`src/rtl/scard_pkg.sv`:
```
package scard_pkg;

    localparam int AW = 2;

    typedef enum logic [AW-1:0] {
        A_CTRL = 2'd0,
        A_TXD  = 2'd1,
        A_RXD  = 2'd2,
        A_STAT = 2'd3
    } reg_addr_e;

    // control bit positions
    localparam int CB_TXIE = 7;
    localparam int CB_RXIE = 6;
    localparam int CB_TXEN = 5;
    localparam int CB_WTIE = 4;

    // status bit positions; bits SB_LO .. SB_LO+NFLAG-1 are clearable
    localparam int SB_TXE  = 7;
    localparam int SB_LO   = 2;
    localparam int NFLAG   = 5;
    localparam int FI_WTE  = 0;
    localparam int FI_ESG  = 1;
    localparam int FI_PAR  = 2;
    localparam int FI_OVR  = 3;
    localparam int FI_RXF  = 4;

    typedef enum logic [1:0] {
        TX_OFF   = 2'd0,
        TX_EMPTY = 2'd1,
        TX_HELD  = 2'd2
    } tx_state_e;

    typedef enum logic {
        RX_VACANT  = 1'b0,
        RX_HOLDING = 1'b1
    } rx_state_e;

endpackage

```
`src/rtl/scard_tx_path.sv`:
```
module scard_tx_path
    import scard_pkg::*;
#(
    parameter int DW = 8
) (
    input  logic          clk,
    input  logic          rst_n,
    input  logic          tx_en,
    input  logic          wr_txd,
    input  logic [DW-1:0] wdata,
    input  logic          shifter_idle,
    output logic          load_pulse,
    output logic [DW-1:0] load_data,
    output logic          empty_flag
);

    tx_state_e state_q, state_d;
    logic [DW-1:0] data_q;

    always_ff @(posedge clk or negedge rst_n) begin
        if (!rst_n) begin
            state_q <= TX_OFF;
        end else begin
            state_q <= state_d;
        end
    end

    always_ff @(posedge clk or negedge rst_n) begin
        if (!rst_n) begin
            data_q <= '0;
        end else if (wr_txd) begin
            data_q <= wdata;
        end
    end

    always_comb begin
        state_d = state_q;
        unique case (state_q)
            TX_OFF: begin
                if (tx_en) state_d = wr_txd ? TX_HELD : TX_EMPTY;
            end
            TX_EMPTY: begin
                if (!tx_en)      state_d = TX_OFF;
                else if (wr_txd) state_d = TX_HELD;
            end
            TX_HELD: begin
                if (!tx_en)            state_d = TX_OFF;
                else if (shifter_idle) state_d = wr_txd ? TX_HELD : TX_EMPTY;
            end
            default: state_d = TX_OFF;
        endcase
    end

    always_comb begin
        load_pulse = (state_q == TX_HELD) && tx_en && shifter_idle;
        load_data  = data_q;
        empty_flag = (state_q != TX_HELD) || !tx_en;
    end

endmodule

```
`src/rtl/scard_rx_path.sv`:
```
module scard_rx_path
    import scard_pkg::*;
#(
    parameter int DW = 8
) (
    input  logic             clk,
    input  logic             rst_n,
    input  logic             rx_valid,
    input  logic [DW-1:0]    rx_byte,
    input  logic             err_par,
    input  logic             err_esg,
    input  logic             err_wait,
    input  logic             stat_rd,
    input  logic             stat_wr,
    input  logic [NFLAG-1:0] stat_wbits,
    output logic [DW-1:0]    rx_data,
    output logic [NFLAG-1:0] flags
);

    rx_state_e state_q, state_d;
    logic [NFLAG-1:0] arm_q;
    logic [NFLAG-1:0] clr;
    logic [NFLAG-1:0] hw_set;
    logic [NFLAG-1:0] flg_q;

    assign clr = {NFLAG{stat_wr}} & arm_q & ~stat_wbits;

    always_comb begin
        hw_set         = '0;
        hw_set[FI_WTE] = err_wait;
        hw_set[FI_ESG] = err_esg;
        hw_set[FI_PAR] = err_par;
        hw_set[FI_OVR] = rx_valid && (state_q == RX_HOLDING);
        hw_set[FI_RXF] = rx_valid;
    end

    always_ff @(posedge clk or negedge rst_n) begin
        if (!rst_n) begin
            state_q <= RX_VACANT;
        end else begin
            state_q <= state_d;
        end
    end

    always_comb begin
        state_d = state_q;
        unique case (state_q)
            RX_VACANT: begin
                if (rx_valid) state_d = RX_HOLDING;
            end
            RX_HOLDING: begin
                if (clr[FI_RXF] && !rx_valid) state_d = RX_VACANT;
            end
            default: state_d = RX_VACANT;
        endcase
    end

    always_ff @(posedge clk or negedge rst_n) begin
        if (!rst_n) begin
            rx_data <= '0;
        end else if (rx_valid && state_q == RX_VACANT) begin
            rx_data <= rx_byte;
        end
    end

    // error and overrun flags: hardware set dominates the software clear
    for (genvar i = 0; i < NFLAG; i++) begin : g_flag
        if (i == FI_RXF) begin : g_fsm
            assign flg_q[i] = (state_q == RX_HOLDING);
        end else begin : g_reg
            logic f_q;
            always_ff @(posedge clk or negedge rst_n) begin
                if (!rst_n) begin
                    f_q <= 1'b0;
                end else begin
                    f_q <= hw_set[i] | (f_q & ~clr[i]);
                end
            end
            assign flg_q[i] = f_q;
        end
    end

    always_ff @(posedge clk or negedge rst_n) begin
        if (!rst_n) begin
            arm_q <= '0;
        end else if (stat_wr) begin
            arm_q <= '0;
        end else if (stat_rd) begin
            arm_q <= flg_q;
        end
    end

    assign flags = flg_q;

endmodule

```
`src/rtl/scard_irq_ctrl.sv`:
```
module scard_irq_ctrl
    import scard_pkg::*;
#(
    parameter int DW = 8
) (
    input  logic          clk,
    input  logic          rst_n,
    input  logic          bus_wr,
    input  logic          bus_rd,
    input  logic [AW-1:0] bus_addr,
    input  logic [DW-1:0] bus_wdata,
    output logic [DW-1:0] bus_rdata,
    input  logic          tx_idle,
    output logic          tx_load,
    output logic [DW-1:0] tx_byte,
    input  logic          rx_valid,
    input  logic [DW-1:0] rx_byte,
    input  logic          err_parity,
    input  logic          err_signal,
    input  logic          err_wait,
    output logic          irq_txe,
    output logic          irq_rxf,
    output logic          irq_err
);

    reg_addr_e addr;
    logic ctl_txie, ctl_rxie, ctl_txen, ctl_wtie;
    logic txd_wr, stat_wr, stat_rd, ctl_wr;
    logic f_txe;
    logic [NFLAG-1:0] rflags;
    logic [DW-1:0] rxd_q;
    logic [DW-1:0] stat_word, ctrl_word;

    assign addr    = reg_addr_e'(bus_addr);
    assign ctl_wr  = bus_wr && addr == A_CTRL;
    assign txd_wr  = bus_wr && addr == A_TXD;
    assign stat_wr = bus_wr && addr == A_STAT;
    assign stat_rd = bus_rd && addr == A_STAT;

    always_ff @(posedge clk or negedge rst_n) begin
        if (!rst_n) begin
            ctl_txie <= 1'b0;
            ctl_rxie <= 1'b0;
            ctl_txen <= 1'b0;
            ctl_wtie <= 1'b0;
        end else if (ctl_wr) begin
            ctl_txie <= bus_wdata[CB_TXIE];
            ctl_rxie <= bus_wdata[CB_RXIE];
            ctl_txen <= bus_wdata[CB_TXEN];
            ctl_wtie <= bus_wdata[CB_WTIE];
        end
    end

    scard_tx_path #(.DW(DW)) u_tx (
        .clk          (clk),
        .rst_n        (rst_n),
        .tx_en        (ctl_txen),
        .wr_txd       (txd_wr),
        .wdata        (bus_wdata),
        .shifter_idle (tx_idle),
        .load_pulse   (tx_load),
        .load_data    (tx_byte),
        .empty_flag   (f_txe)
    );

    scard_rx_path #(.DW(DW)) u_rx (
        .clk        (clk),
        .rst_n      (rst_n),
        .rx_valid   (rx_valid),
        .rx_byte    (rx_byte),
        .err_par    (err_parity),
        .err_esg    (err_signal),
        .err_wait   (err_wait),
        .stat_rd    (stat_rd),
        .stat_wr    (stat_wr),
        .stat_wbits (bus_wdata[SB_LO +: NFLAG]),
        .rx_data    (rxd_q),
        .flags      (rflags)
    );

    always_comb begin
        stat_word                 = '0;
        stat_word[SB_TXE]         = f_txe;
        stat_word[SB_LO +: NFLAG] = rflags;
        ctrl_word                 = '0;
        ctrl_word[CB_TXIE]        = ctl_txie;
        ctrl_word[CB_RXIE]        = ctl_rxie;
        ctrl_word[CB_TXEN]        = ctl_txen;
        ctrl_word[CB_WTIE]        = ctl_wtie;
    end

    always_comb begin
        unique case (addr)
            A_CTRL:  bus_rdata = ctrl_word;
            A_TXD:   bus_rdata = tx_byte;
            A_RXD:   bus_rdata = rxd_q;
            A_STAT:  bus_rdata = stat_word;
            default: bus_rdata = '0;
        endcase
    end

    always_comb begin
        irq_txe = f_txe && ctl_txie;
        irq_rxf = rflags[FI_RXF] && ctl_rxie;
        irq_err = (ctl_rxie && (rflags[FI_OVR] || rflags[FI_PAR] || rflags[FI_ESG]))
               || (ctl_wtie && rflags[FI_WTE]);
    end

endmodule

```
`config.mk`:
```
export PLATFORM = sky130hd
export DESIGN_NAME = scard_irq_ctrl
export DESIGN_NICKNAME = d
export VERILOG_FILES = /design/src/rtl/scard_pkg.sv /design/src/rtl/scard_tx_path.sv /design/src/rtl/scard_rx_path.sv /design/src/rtl/scard_irq_ctrl.sv
export SDC_FILE = /design/constraint.sdc
export NUM_CORES = 1
export LEC_CHECK = 0
export ABC_AREA = 1
export CORE_ASPECT_RATIO = 0.6
export CORE_MARGIN = 2
export CORE_UTILIZATION = 30
export CTS_BUF_LIST = sky130_fd_sc_hd__clkbuf_8
export DETAILED_ROUTE_END_ITERATION = 8
export DONT_BUFFER_PORTS = 1
export GPL_TIMING_DRIVEN = 0
export PLACE_DENSITY_LB_ADDON = 0.2
export SLEW_MARGIN = 30
export SYNTH_ARGS = -nofsm -noshare
export SYNTH_HDL_FRONTEND = slang
export SYNTH_SLANG_ARGS = --single-unit
```
`constraint.sdc`:
```
create_clock -name clk -period 1.2 [get_ports clk]
set_input_delay 0.06 -clock clk [delete_from_list [all_inputs] [get_ports clk]]
set_output_delay 0.06 -clock clk [all_outputs]
set_load 0.05 [all_outputs]
```
==> results of run 1 <==
## repair_timing
item,CTS,global route
hold buffers,25,0
endpoints found under the setup margin,11,20
resized for setup,22,8
setup buffers,8,4
pin swaps,10,8
hold endpoints to repair,58,0
## cell families (layout without fill, tap and decap cells)
group	Yosys count	count (layout)	synth area share, %
compound gates	27	27	10.8
buf+inv	18	62	4.83
flops	32	32	53.3
mux	8	8	6.00
simple gates	88	88	25.1
## registers in the layout, indices dropped and copies added (netlist names)
register,flops
ctl_wtie,1
u_tx.state_q,2
u_tx.load_data,8
u_rx.g_flag.g_reg.f_q,4
ctl_txie,1
u_rx.rx_data,8
ctl_rxie,1
u_rx.arm_q,5
u_rx.state_q,1
ctl_txen,1
## worst max path at each step
stage	end	startpoint	slack, ps
2_1_floorplan	bus_rdata[7]	u_tx.state_q[0]$_DFFE_PN0P_	-60
3_3_place_gp	bus_rdata[7]	u_tx.state_q[0]$_DFFE_PN0P_	-130
3_5_place_dp	bus_rdata[7]	ctl_txen$_DFFE_PN0P_	-190
5_1_grt	bus_rdata[7]	u_tx.state_q[0]$_DFFE_PN0P_	-420
6_report	bus_rdata[7]	u_tx.state_q[0]$_DFFE_PN0P_	-390
4_1_cts	bus_rdata[7]	u_tx.state_q[0]$_DFFE_PN0P_	-390
## cell usage after synthesis
master / count / area [µm²]
nor2_4: 1 / 11.3
a21oi_1: 5 / 25.0
nor2_1: 4 / 15.0
mux2_2: 8 / 90.1
inv_1: 16 / 60.1
o21ai_2: 1 / 8.76
o21ai_1: 5 / 25.0
dfrtp_1: 32 / 801
o2111ai_1: 2 / 17.5
nor2_2: 2 / 12.5
a22o_2: 2 / 20.0
nand2_2: 2 / 12.5
buf_4: 1 / 7.51
o21ai_0: 10 / 50.1
nand3_4: 1 / 17.5
o31ai_1: 1 / 7.51
nand3_1: 6 / 30.0
a22oi_1: 1 / 7.51
nand2_1: 69 / 259
clkinv_2: 1 / 5.00
nand4_1: 3 / 18.8
## stage by stage
step	cells	instance area, µm²	setup TNS (ps)
floorplan	173	1520	-119
global placement	236	1590	-361
detailed placement	236	1590	-532
CTS	277	2070	-1840
global route	280	2120	-2220
finish	280	2120	-1850
## layout make-up
class / count / area [µm²]
Fill cell: 437 / 2560
Sequential cell: 32 / 812
Multi-Input combinational cell: 123 / 722
Timing Repair Buffer: 36 / 350
Tap cell: 63 / 78.8
Clock buffer: 5 / 68.8
Inverter: 17 / 68.8
Clock inverter: 3 / 12.5
Buffer: 1 / 7.51
## metal layers
metal  up-vias  GRT usage (%)  wire length (µm)
met5         -              0                 0
li1        654              -                 -
met1       658           20.5              1890
met2        32           27.5              2020
met4         0           6.63                76
met3         9           5.51               273
## power groups by stage
stage,Combinational [mW],Clock [mW],Sequential (mW)
5_1_grt,1.03,0.850,1.59
3_5_place_dp,0.675,0,1.58
4_1_cts,0.882,0.804,1.57
3_3_place_gp,0.642,0,1.57
6_report,0.946,0.797,1.57
2_1_floorplan,0.587,0,1.53
## critical path: stages, from the launching register on
cell and delay (ps):
dfrtp_1 400, inv_2 90, nand2_4 60, nor2_4 90, inv_2 60, nand2_1 60
nand4_1 500
==> flow_metrics.env, run 1 <==
export IMPL_outcome="complete, but fails checks"
export IMPL_violations="setup timing"
export IMPL_setup_ws_ps=-392
export IMPL_achievable_frequency_mhz=628
export IMPL_mostFrequentLayoutCells="65 x nand2_1, 24 x dlygate4sd3_1, 23 x dfrtp_1"
export IMPL_cts_tree="done"
export IMPL_clkTransAtPathRegs_ps=70
export IMPL_r2r_slack_ps=70
export IMPL_mostFrequentLayoutCell="nand2_1"
export IMPL_rr_startpoint="u_rx.state_q$_DFF_PN0_"
export IMPL_first_pass_iters=4
export IMPL_vias_per_cell=4.83
export IMPL_min_from="bus_addr[0]"
export IMPL_cp_arrival_ps=1530
export IMPL_gr_total_overflow=0
export IMPL_startpoint_type="flip-flop"
export IMPL_cap_violations=0
export IMPL_pwr_share_comb_pct=28.5
export IMPL_synth_seq_area_share_pct=53.3
export IMPL_ys_warn_count=0
export IMPL_design_die_area_um2=5610
export IMPL_rr_endpoint="u_rx.rx_data[5]$_DFFE_PN0P_"
export IMPL_clk_path_buf_depth=2
export IMPL_finClkSkew_ps=3.72
export IMPL_critPathRequiredTime_ps=1140
export IMPL_p_leak_nw=1.00
export IMPL_ff2ff_path_depth=3
export IMPL_wl_per_cell_um=15.2
export IMPL_hold_viol_final=0
export IMPL_cp_end_kind="output pin"
export IMPL_cts_root_buffer="clkbuf_8"
export IMPL_layout_drive_gt1_share_pct=28.1
export IMPL_rsz0062_at_grt="true"
export IMPL_grt_pass1_vias=1368
export IMPL_antenna_cells=0
export IMPL_ant_nets=0
export IMPL_fin_util_pct=45.3
export IMPL_grt_max_degree=33
export IMPL_drc=0
export IMPL_clk_latency_ps=290
export IMPL_antenna_found_initial=0
export IMPL_syn_area_um2=1500
export IMPL_place_congestion=0.784
export IMPL_maxSlewViolCount=0
export IMPL_netSwitchingPower_mw=1.30
export IMPL_cp_max_fo=2
export IMPL_die_h_um=58.8
export IMPL_syn_num_nets=200
export IMPL_fp_dieW_um=95.3
export IMPL_place_ws_ps=-189
export IMPL_hold_depth=3
export IMPL_cts_sinks=32
export IMPL_core_rowCount=19
export IMPL_track_usage_pct=16.7
export IMPL_pwr_share_clk_pct=24.0
export IMPL_start_util_pct=32.1
export IMPL_hpwl_um=2930
export IMPL_num_vias=1353
export IMPL_avgSynthCellArea_um2=8.68
export IMPL_path_class="reg2out"
export IMPL_ir_drop_uv=767
export IMPL_layout_nets=243
export IMPL_p_seq_share_pct=47.5
export IMPL_synthDistinctLibCells=21
export IMPL_max_slew_margin_rel_pct=55.0
export IMPL_wl_um=4260
export IMPL_worstHoldEndpoint="u_tx.load_data[5]$_DFFE_PN0P_"
export IMPL_p_per_area_nw_per_um2=1560
export IMPL_numCtsBuffers=5
export IMPL_coreArea_um2=4680
export IMPL_syn_to_final_growth_pct=41.2
export IMPL_setup_viol=9
export IMPL_worstMarginPinSlew_ps=674
export IMPL_synth_cells=173
export IMPL_hold_path_class="in2reg"
export IMPL_holdWs_ps=18.4
export IMPL_cts_htree_levels=2
export IMPL_total_power_mw=3.32
export IMPL_drtIter0Drc=49
export IMPL_power_internal_mw=2.02
export IMPL_grt_pass1_wl_um=6830
export IMPL_netSwitchingFraction_pct=39.2
export IMPL_port_buffers=0
export IMPL_fin_crit_sh_pct=133
export IMPL_ys_ff_latch=32
export IMPL_fin_crit_ps=1590
export IMPL_ios=47
No activity file was read; power rests on OpenSTA's default activity.
==> run 2: changes to the inputs <==
Settings changed: CELL_PAD_IN_SITES_DETAIL_PLACEMENT from default to 0, CELL_PAD_IN_SITES_GLOBAL_PLACEMENT from default to 1, CORE_ASPECT_RATIO 0.6 to 1.5, CORE_MARGIN 2 to 1.
==> flow_metrics.env, run 2 (synthesis gave the netlist of run 1 again) <==
export IMPL_cts_sinks=32
export IMPL_core_rowCount=31
export IMPL_hpwl_um=2830
export IMPL_ir_drop_uv=737
export IMPL_clkTransAtPathRegs_ps=60
export IMPL_violations="setup timing"
export IMPL_total_power_mw=3.29
export IMPL_fin_crit_ps=1530
export IMPL_wl_um=3950
export IMPL_vias_per_cell=4.83
export IMPL_rsz0062_at_grt="true"
export IMPL_clk_latency_ps=280
export IMPL_startpoint_type="flip-flop"
export IMPL_p_per_area_nw_per_um2=1560
export IMPL_syn_to_final_growth_pct=40.8
export IMPL_antenna_cells=0
export IMPL_ios=47
export IMPL_cap_violations=0
export IMPL_setup_viol=9
export IMPL_finClkSkew_ps=3.61
export IMPL_design_die_area_um2=5300
export IMPL_ant_nets=0
export IMPL_first_pass_iters=4
export IMPL_track_usage_pct=16.2
export IMPL_cp_slowest_stage_delay_ps=480
export IMPL_worstMarginPinSlew_ps=677
export IMPL_cp_arrival_ps=1470
export IMPL_path_class="reg2out"
export IMPL_cts_htree_levels=2
export IMPL_grt_pass1_vias=1314
export IMPL_fin_crit_sh_pct=128
export IMPL_antenna_found_initial=0
export IMPL_mostFrequentLayoutCells="64 x nand2_1, 24 x dlygate4sd3_1, 23 x dfrtp_1"
export IMPL_coreArea_um2=4810
export IMPL_drc=0
export IMPL_setup_ws_ps=-333
export IMPL_max_slew_margin_rel_pct=54.9
export IMPL_clk_path_buf_depth=2
export IMPL_r2r_slack_ps=90
export IMPL_p_leak_nw=0.991
export IMPL_cp_slowest_cell="nand4_1"
export IMPL_hold_viol_final=0
export IMPL_maxSlewViolCount=0
export IMPL_start_util_pct=31.2
export IMPL_mostFrequentLayoutCell="nand2_1"
export IMPL_cts_tree="done"
export IMPL_numCtsBuffers=5
export IMPL_gr_total_overflow=0
export IMPL_place_congestion=0.728
export IMPL_cts_root_buffer="clkbuf_8"
export IMPL_crit_chain="inv_2 > nand2_2 > nor2_4 > inv_2 > nand2_2 > nand4_1"
export IMPL_layout_drive_gt1_share_pct=27.6
export IMPL_cp_end_kind="output pin"
export IMPL_port_buffers=0
export IMPL_outcome="complete, but fails checks"
export IMPL_drtIter0Drc=61
export IMPL_die_h_um=88.6
export IMPL_hold_path_class="in2reg"
export IMPL_wl_per_cell_um=14.1
export IMPL_cp_max_fo=2
export IMPL_num_vias=1352
export IMPL_critPathRequiredTime_ps=1140
export IMPL_grt_pass1_wl_um=6200
export IMPL_layout_nets=240
export IMPL_fin_util_pct=44.0
export IMPL_grt_max_degree=33
export IMPL_achievable_frequency_mhz=652
export IMPL_fp_dieW_um=59.8
run 2: cell types whose count changed in the layout (fill, tap and decap cells not counted), sizes merged:
cell	delta
clkinv	-1
buf	-3
clkbuf	+1
run 2: layout make-up:
type / instances / area (µm²)
Multi-Input combinational cell: 123 / 733
Clock inverter: 2 / 7.51
Tap cell: 66 / 82.6
Clock buffer: 6 / 82.6
Inverter: 17 / 68.8
Timing Repair Buffer: 33 / 320
Fill cell: 505 / 2700
Buffer: 1 / 7.51
Sequential cell: 32 / 812
run 2: power by group:
group	internal [mW]	switching [mW]
registers	1.27	0.302
clock network	0.450	0.379
logic	0.334	0.560
run 2: path summary, 6_finish.rpt:
| check | startpoint | endpoint | depth (start not counted) |
|---|---|---|---|
| min | bus_addr[0] | u_tx.load_data[2]$_DFFE_PN0P_ | 3 |
| min reg2reg | u_rx.arm_q[3]$_DFFE_PN0P_ | u_rx.arm_q[3]$_DFFE_PN0P_ | 2 |
| min in group asynchronous | rst_n | u_tx.state_q[0]$_DFFE_PN0P_ | 2 |
| max reg2reg | u_rx.state_q$_DFF_PN0_ | u_rx.rx_data[2]$_DFFE_PN0P_ | 3 |
| max | u_tx.state_q[0]$_DFFE_PN0P_ | bus_rdata[7] | 6 |
| max in group asynchronous | rst_n | u_tx.load_data[3]$_DFFE_PN0P_ | 2 |
run 2: per-stage QoR:
step / hold WS [ps] / area, µm² / std cells / setup WS (ps) / TNS [ps]
2_1_floorplan: -236 / 1520 / 173 / -59.5 / -119
3_3_place_gp: -235 / 1600 / 239 / -130 / -300
3_5_place_dp: -235 / 1600 / 239 / -147 / -343
4_1_cts: 43.0 / 2090 / 280 / -371 / -1620
5_1_grt: 70.2 / 2110 / 280 / -390 / -1910
6_report: 43.1 / 2110 / 280 / -333 / -1440
run 2: critical path, delay by kind of cell, from the launching register on:
kind	cells	cell delay, ps
and+or+nand+nor	4	690
buffers and inverters	2	110
DFF	1	380
run 2: routing by layer:
| layer | vias to the layer above | wire length [µm] | GRT usage (%) |
|---|---|---|---|
| met5 | - | 0 | 0 |
| met4 | 0 | 93 | 7.19 |
| met3 | 8 | 267 | 5.41 |
| met2 | 36 | 2070 | 28.3 |
| met1 | 659 | 1510 | 17.5 |
| li1 | 649 | - | - |
run 2: what timing repair did:
item / 4_1_cts / 5_1_grt
buffers inserted: 8 / 0
hold endpoints to repair: 59 / 0
setup endpoints to repair: 19 / 14
pin swaps: 10 / 6
resized for setup: 22 / 7
hold buffers: 25 / 0
==> run 3: changes to the inputs <==
Settings changed: ABC_AREA 1 to 0.
==> flow_metrics.env, run 3 <==
export IMPL_worstHoldEndpoint="ctl_txie$_DFFE_PN0P_"
export IMPL_hpwl_um=2610
export IMPL_num_vias=1085
export IMPL_ys_warn_count=0
export IMPL_rr_startpoint="u_rx.state_q$_DFF_PN0_"
export IMPL_synth_xor_xnor_area_share_pct=0
export IMPL_design_die_area_um2=5420
export IMPL_wl_per_cell_um=18.3
export IMPL_netSwitchingPower_mw=1.19
export IMPL_mostFrequentLayoutCells="24 x dfrtp_1, 24 x dlygate4sd3_1, 18 x mux2_4"
export IMPL_layout_nets=178
export IMPL_grt_pass1_vias=1171
export IMPL_synth_compound_area_share_pct=9.93
export IMPL_fin_crit_sh_pct=133
export IMPL_place_congestion=0.760
export IMPL_netSwitchingFraction_pct=35.5
export IMPL_async_reset_ff_share_pct=100
export IMPL_antenna_found_initial=0
export IMPL_cts_tree="done"
export IMPL_path_class="reg2out"
export IMPL_total_power_mw=3.36
export IMPL_dpl_cell_area_um2=1630
export IMPL_finClkSkew_ps=4.15
export IMPL_grt_max_degree=33
export IMPL_syn_area_um2=1540
export IMPL_cap_violations=0
export IMPL_synth_area_leaders="dfrtp_1 52%, mux2_4 8.8%, mux2_2 8.8%, mux4_2 5.9%, a22o_1 4.6%"
export IMPL_synth_top_family_by_area="multiplexers"
export IMPL_startpoint_type="flip-flop"
export IMPL_max_slew_margin_rel_pct=63.4
export IMPL_cp_slowest_stage_delay_ps=660
export IMPL_ff2ff_path_depth=4
export IMPL_cts_htree_levels=2
export IMPL_antenna_cells=0
export IMPL_start_util_pct=31.4
export IMPL_avgSynthCellArea_um2=14.0
export IMPL_vias_per_cell=4.98
export IMPL_worstMarginPinSlew_ps=548
export IMPL_clk_path_buf_depth=2
export IMPL_rr_endpoint="u_rx.rx_data[2]$_DFFE_PN0P_"
export IMPL_core_rowCount=31
export IMPL_layout_drive_gt1_share_pct=43.4
export IMPL_maxSlewViolCount=0
export IMPL_ios=47
export IMPL_numCtsBuffers=5
export IMPL_die_h_um=89.7
export IMPL_ir_drop_uv=619
export IMPL_yosysTopAreaCell="dfrtp_1"
export IMPL_syn_to_final_growth_pct=41.4
export IMPL_netlist_area_leader_share_pct=52.1
export IMPL_cp_max_fo=3
export IMPL_fin_area_um2=2170
export IMPL_track_usage_pct=16.4
export IMPL_synthMuxAreaShare_pct=24.1
export IMPL_ys_ff_latch=32
export IMPL_fin_cells=218
export IMPL_fin_crit_ps=1590
export IMPL_clkTransAtPathRegs_ps=70
export IMPL_cts_root_buffer="clkbuf_8"
export IMPL_first_pass_iters=4
export IMPL_hold_path_class="in2reg"
export IMPL_cp_end_kind="output pin"
export IMPL_crit_chain="nand3b_1 > mux4_2"
export IMPL_drtIter0Drc=26
export IMPL_drc=0
export IMPL_synthAdderAreaFrac_pct=0
export IMPL_ys_flop_type="dfrtp_1"
export IMPL_outcome="complete, but fails checks"
export IMPL_synth_edff_count=0
export IMPL_p_per_area_nw_per_um2=1550
export IMPL_setup_ws_ps=-395
export IMPL_ant_nets=0
export IMPL_violations="setup timing"
export IMPL_yosys_cell_count_top_type="dfrtp_1"
export IMPL_cts_sinks=32
export IMPL_fp_dieW_um=60.4
export IMPL_pwr_share_clk_pct=25.3
export IMPL_pwr_share_comb_pct=26.8
export IMPL_p_leak_nw=0.948
export IMPL_synthSimpleGateAreaFrac_pct=10.7
export IMPL_hold_viol_final=0
export IMPL_clk_latency_ps=280
export IMPL_coreArea_um2=4890
export IMPL_r2r_slack_ps=-10
export IMPL_grt_pass1_wl_um=6140
export IMPL_rsz0062_at_grt="true"
export IMPL_wl_um=3980
export IMPL_cp_slowest_cell="mux4_2"
export IMPL_power_internal_mw=2.17
export IMPL_hold_depth=2
export IMPL_synth_common_cells="32 x dfrtp_1, 12 x mux2_2, 9 x mux2_4"
export IMPL_syn_num_nets=137
export IMPL_setup_viol=19
export IMPL_synth_seq_area_share_pct=52.1
export IMPL_min_from="bus_addr[1]"
export IMPL_synthDistinctLibCells=28
export IMPL_place_ws_ps=-110
export IMPL_synth_cells=110
export IMPL_gr_total_overflow=0
export IMPL_p_seq_share_pct=47.8
export IMPL_placedCellCount=176
export IMPL_cp_arrival_ps=1530
export IMPL_critPathRequiredTime_ps=1140
export IMPL_achievable_frequency_mhz=627
export IMPL_port_buffers=0
## run 3: cell count changes in the layout (fill, tap and decap cells not counted), moves of 5 or more
| cell | before | now |
|---|---|---|
| mux2_2 | 8 | 3 |
| inv_1 | 14 | 6 |
| nand2_2 | 5 | 0 |
| o21ai_1 | 5 | 0 |
| mux2_4 | 0 | 18 |
| nand2_1 | 64 | 2 |
| o21ai_0 | 10 | 0 |
## run 3: cell type report
type,count,area [µm²]
inverters,4,15.0
plain buffers,4,47.5
clock inverters,2,7.51
repair buffers,34,335
flip-flops and latches,32,811
well taps,66,82.6
fillers,478,2720
multi-input cells,70,791
clock buffers,6,82.6
## run 3: cells by family (layout without fill, tap and decap cells)
logic type | count (synthesis) | after routing
DFF | 32 | 32
and+or+nand+nor | 25 | 25
AOI/OAI and AO/OA | 19 | 19
muxes | 26 | 26
buffers and inverters | 8 | 50
## run 3: through the flow
stage               TNS, ps  hold WS (ps)  utilization, %
global route          -2670          43.5            44.4
detailed placement     -947          -235            33.4
floorplan             -48.9          -236               -
finish                -2050          54.0            44.4
global placement       -824          -235            33.4
CTS                   -2180          51.0            44.1
## run 3: critical path: cells and delay by family, from the launching register on
| kind | cells | cell delay (ps) |
|---|---|---|
| muxes | 1 | 660 |
| and+or+nand+nor | 1 | 210 |
| DFF | 1 | 380 |
## run 3: power by group through the flow
stage | combinational [mW] | clock [mW] | sequential, mW
6_report | 0.901 | 0.850 | 1.61
5_1_grt | 0.949 | 0.931 | 1.63
3_3_place_gp | 0.667 | 0 | 1.59
3_5_place_dp | 0.680 | 0 | 1.61
4_1_cts | 0.898 | 0.872 | 1.60
2_1_floorplan | 0.630 | 0 | 1.56
## run 3: timing repair
action	CTS	global route
hold endpoints to repair	59	0
gates cloned	0	0
hold buffers	25	0
resized for setup	29	3
buffers inserted	8	1
endpoints found under the setup margin	20	19
pin swaps	3	0
## run 3: worst max-delay path by stage
| stage | start | endpoint | slack, ps | cells past startpoint |
|---|---|---|---|---|
| 2_1_floorplan | u_tx.state_q[0]$_DFFE_PN0P_ | bus_rdata[7] | -50 | 2 |
| 3_3_place_gp | u_tx.state_q[0]$_DFFE_PN0P_ | bus_rdata[7] | -100 | 2 |
| 3_5_place_dp | u_tx.state_q[0]$_DFFE_PN0P_ | bus_rdata[7] | -110 | 2 |
| 4_1_cts | u_tx.state_q[0]$_DFFE_PN0P_ | bus_rdata[7] | -400 | 2 |
| 5_1_grt | u_tx.state_q[0]$_DFFE_PN0P_ | bus_rdata[7] | -440 | 2 |
| 6_report | u_tx.state_q[0]$_DFFE_PN0P_ | bus_rdata[7] | -390 | 2 |
## run 3: layer usage
layer / global-route usage (%) / wire length [µm] / vias to the layer above / part of all wire, %
li1: - / - / 493 / -
met1: 18.3 / 1550 / 554 / 39
met2: 27.6 / 2130 / 29 / 53
met3: 5.44 / 186 / 9 / 4.7
met4: 7.64 / 112 / 0 / 2.8
met5: 0 / 0 / - / 0
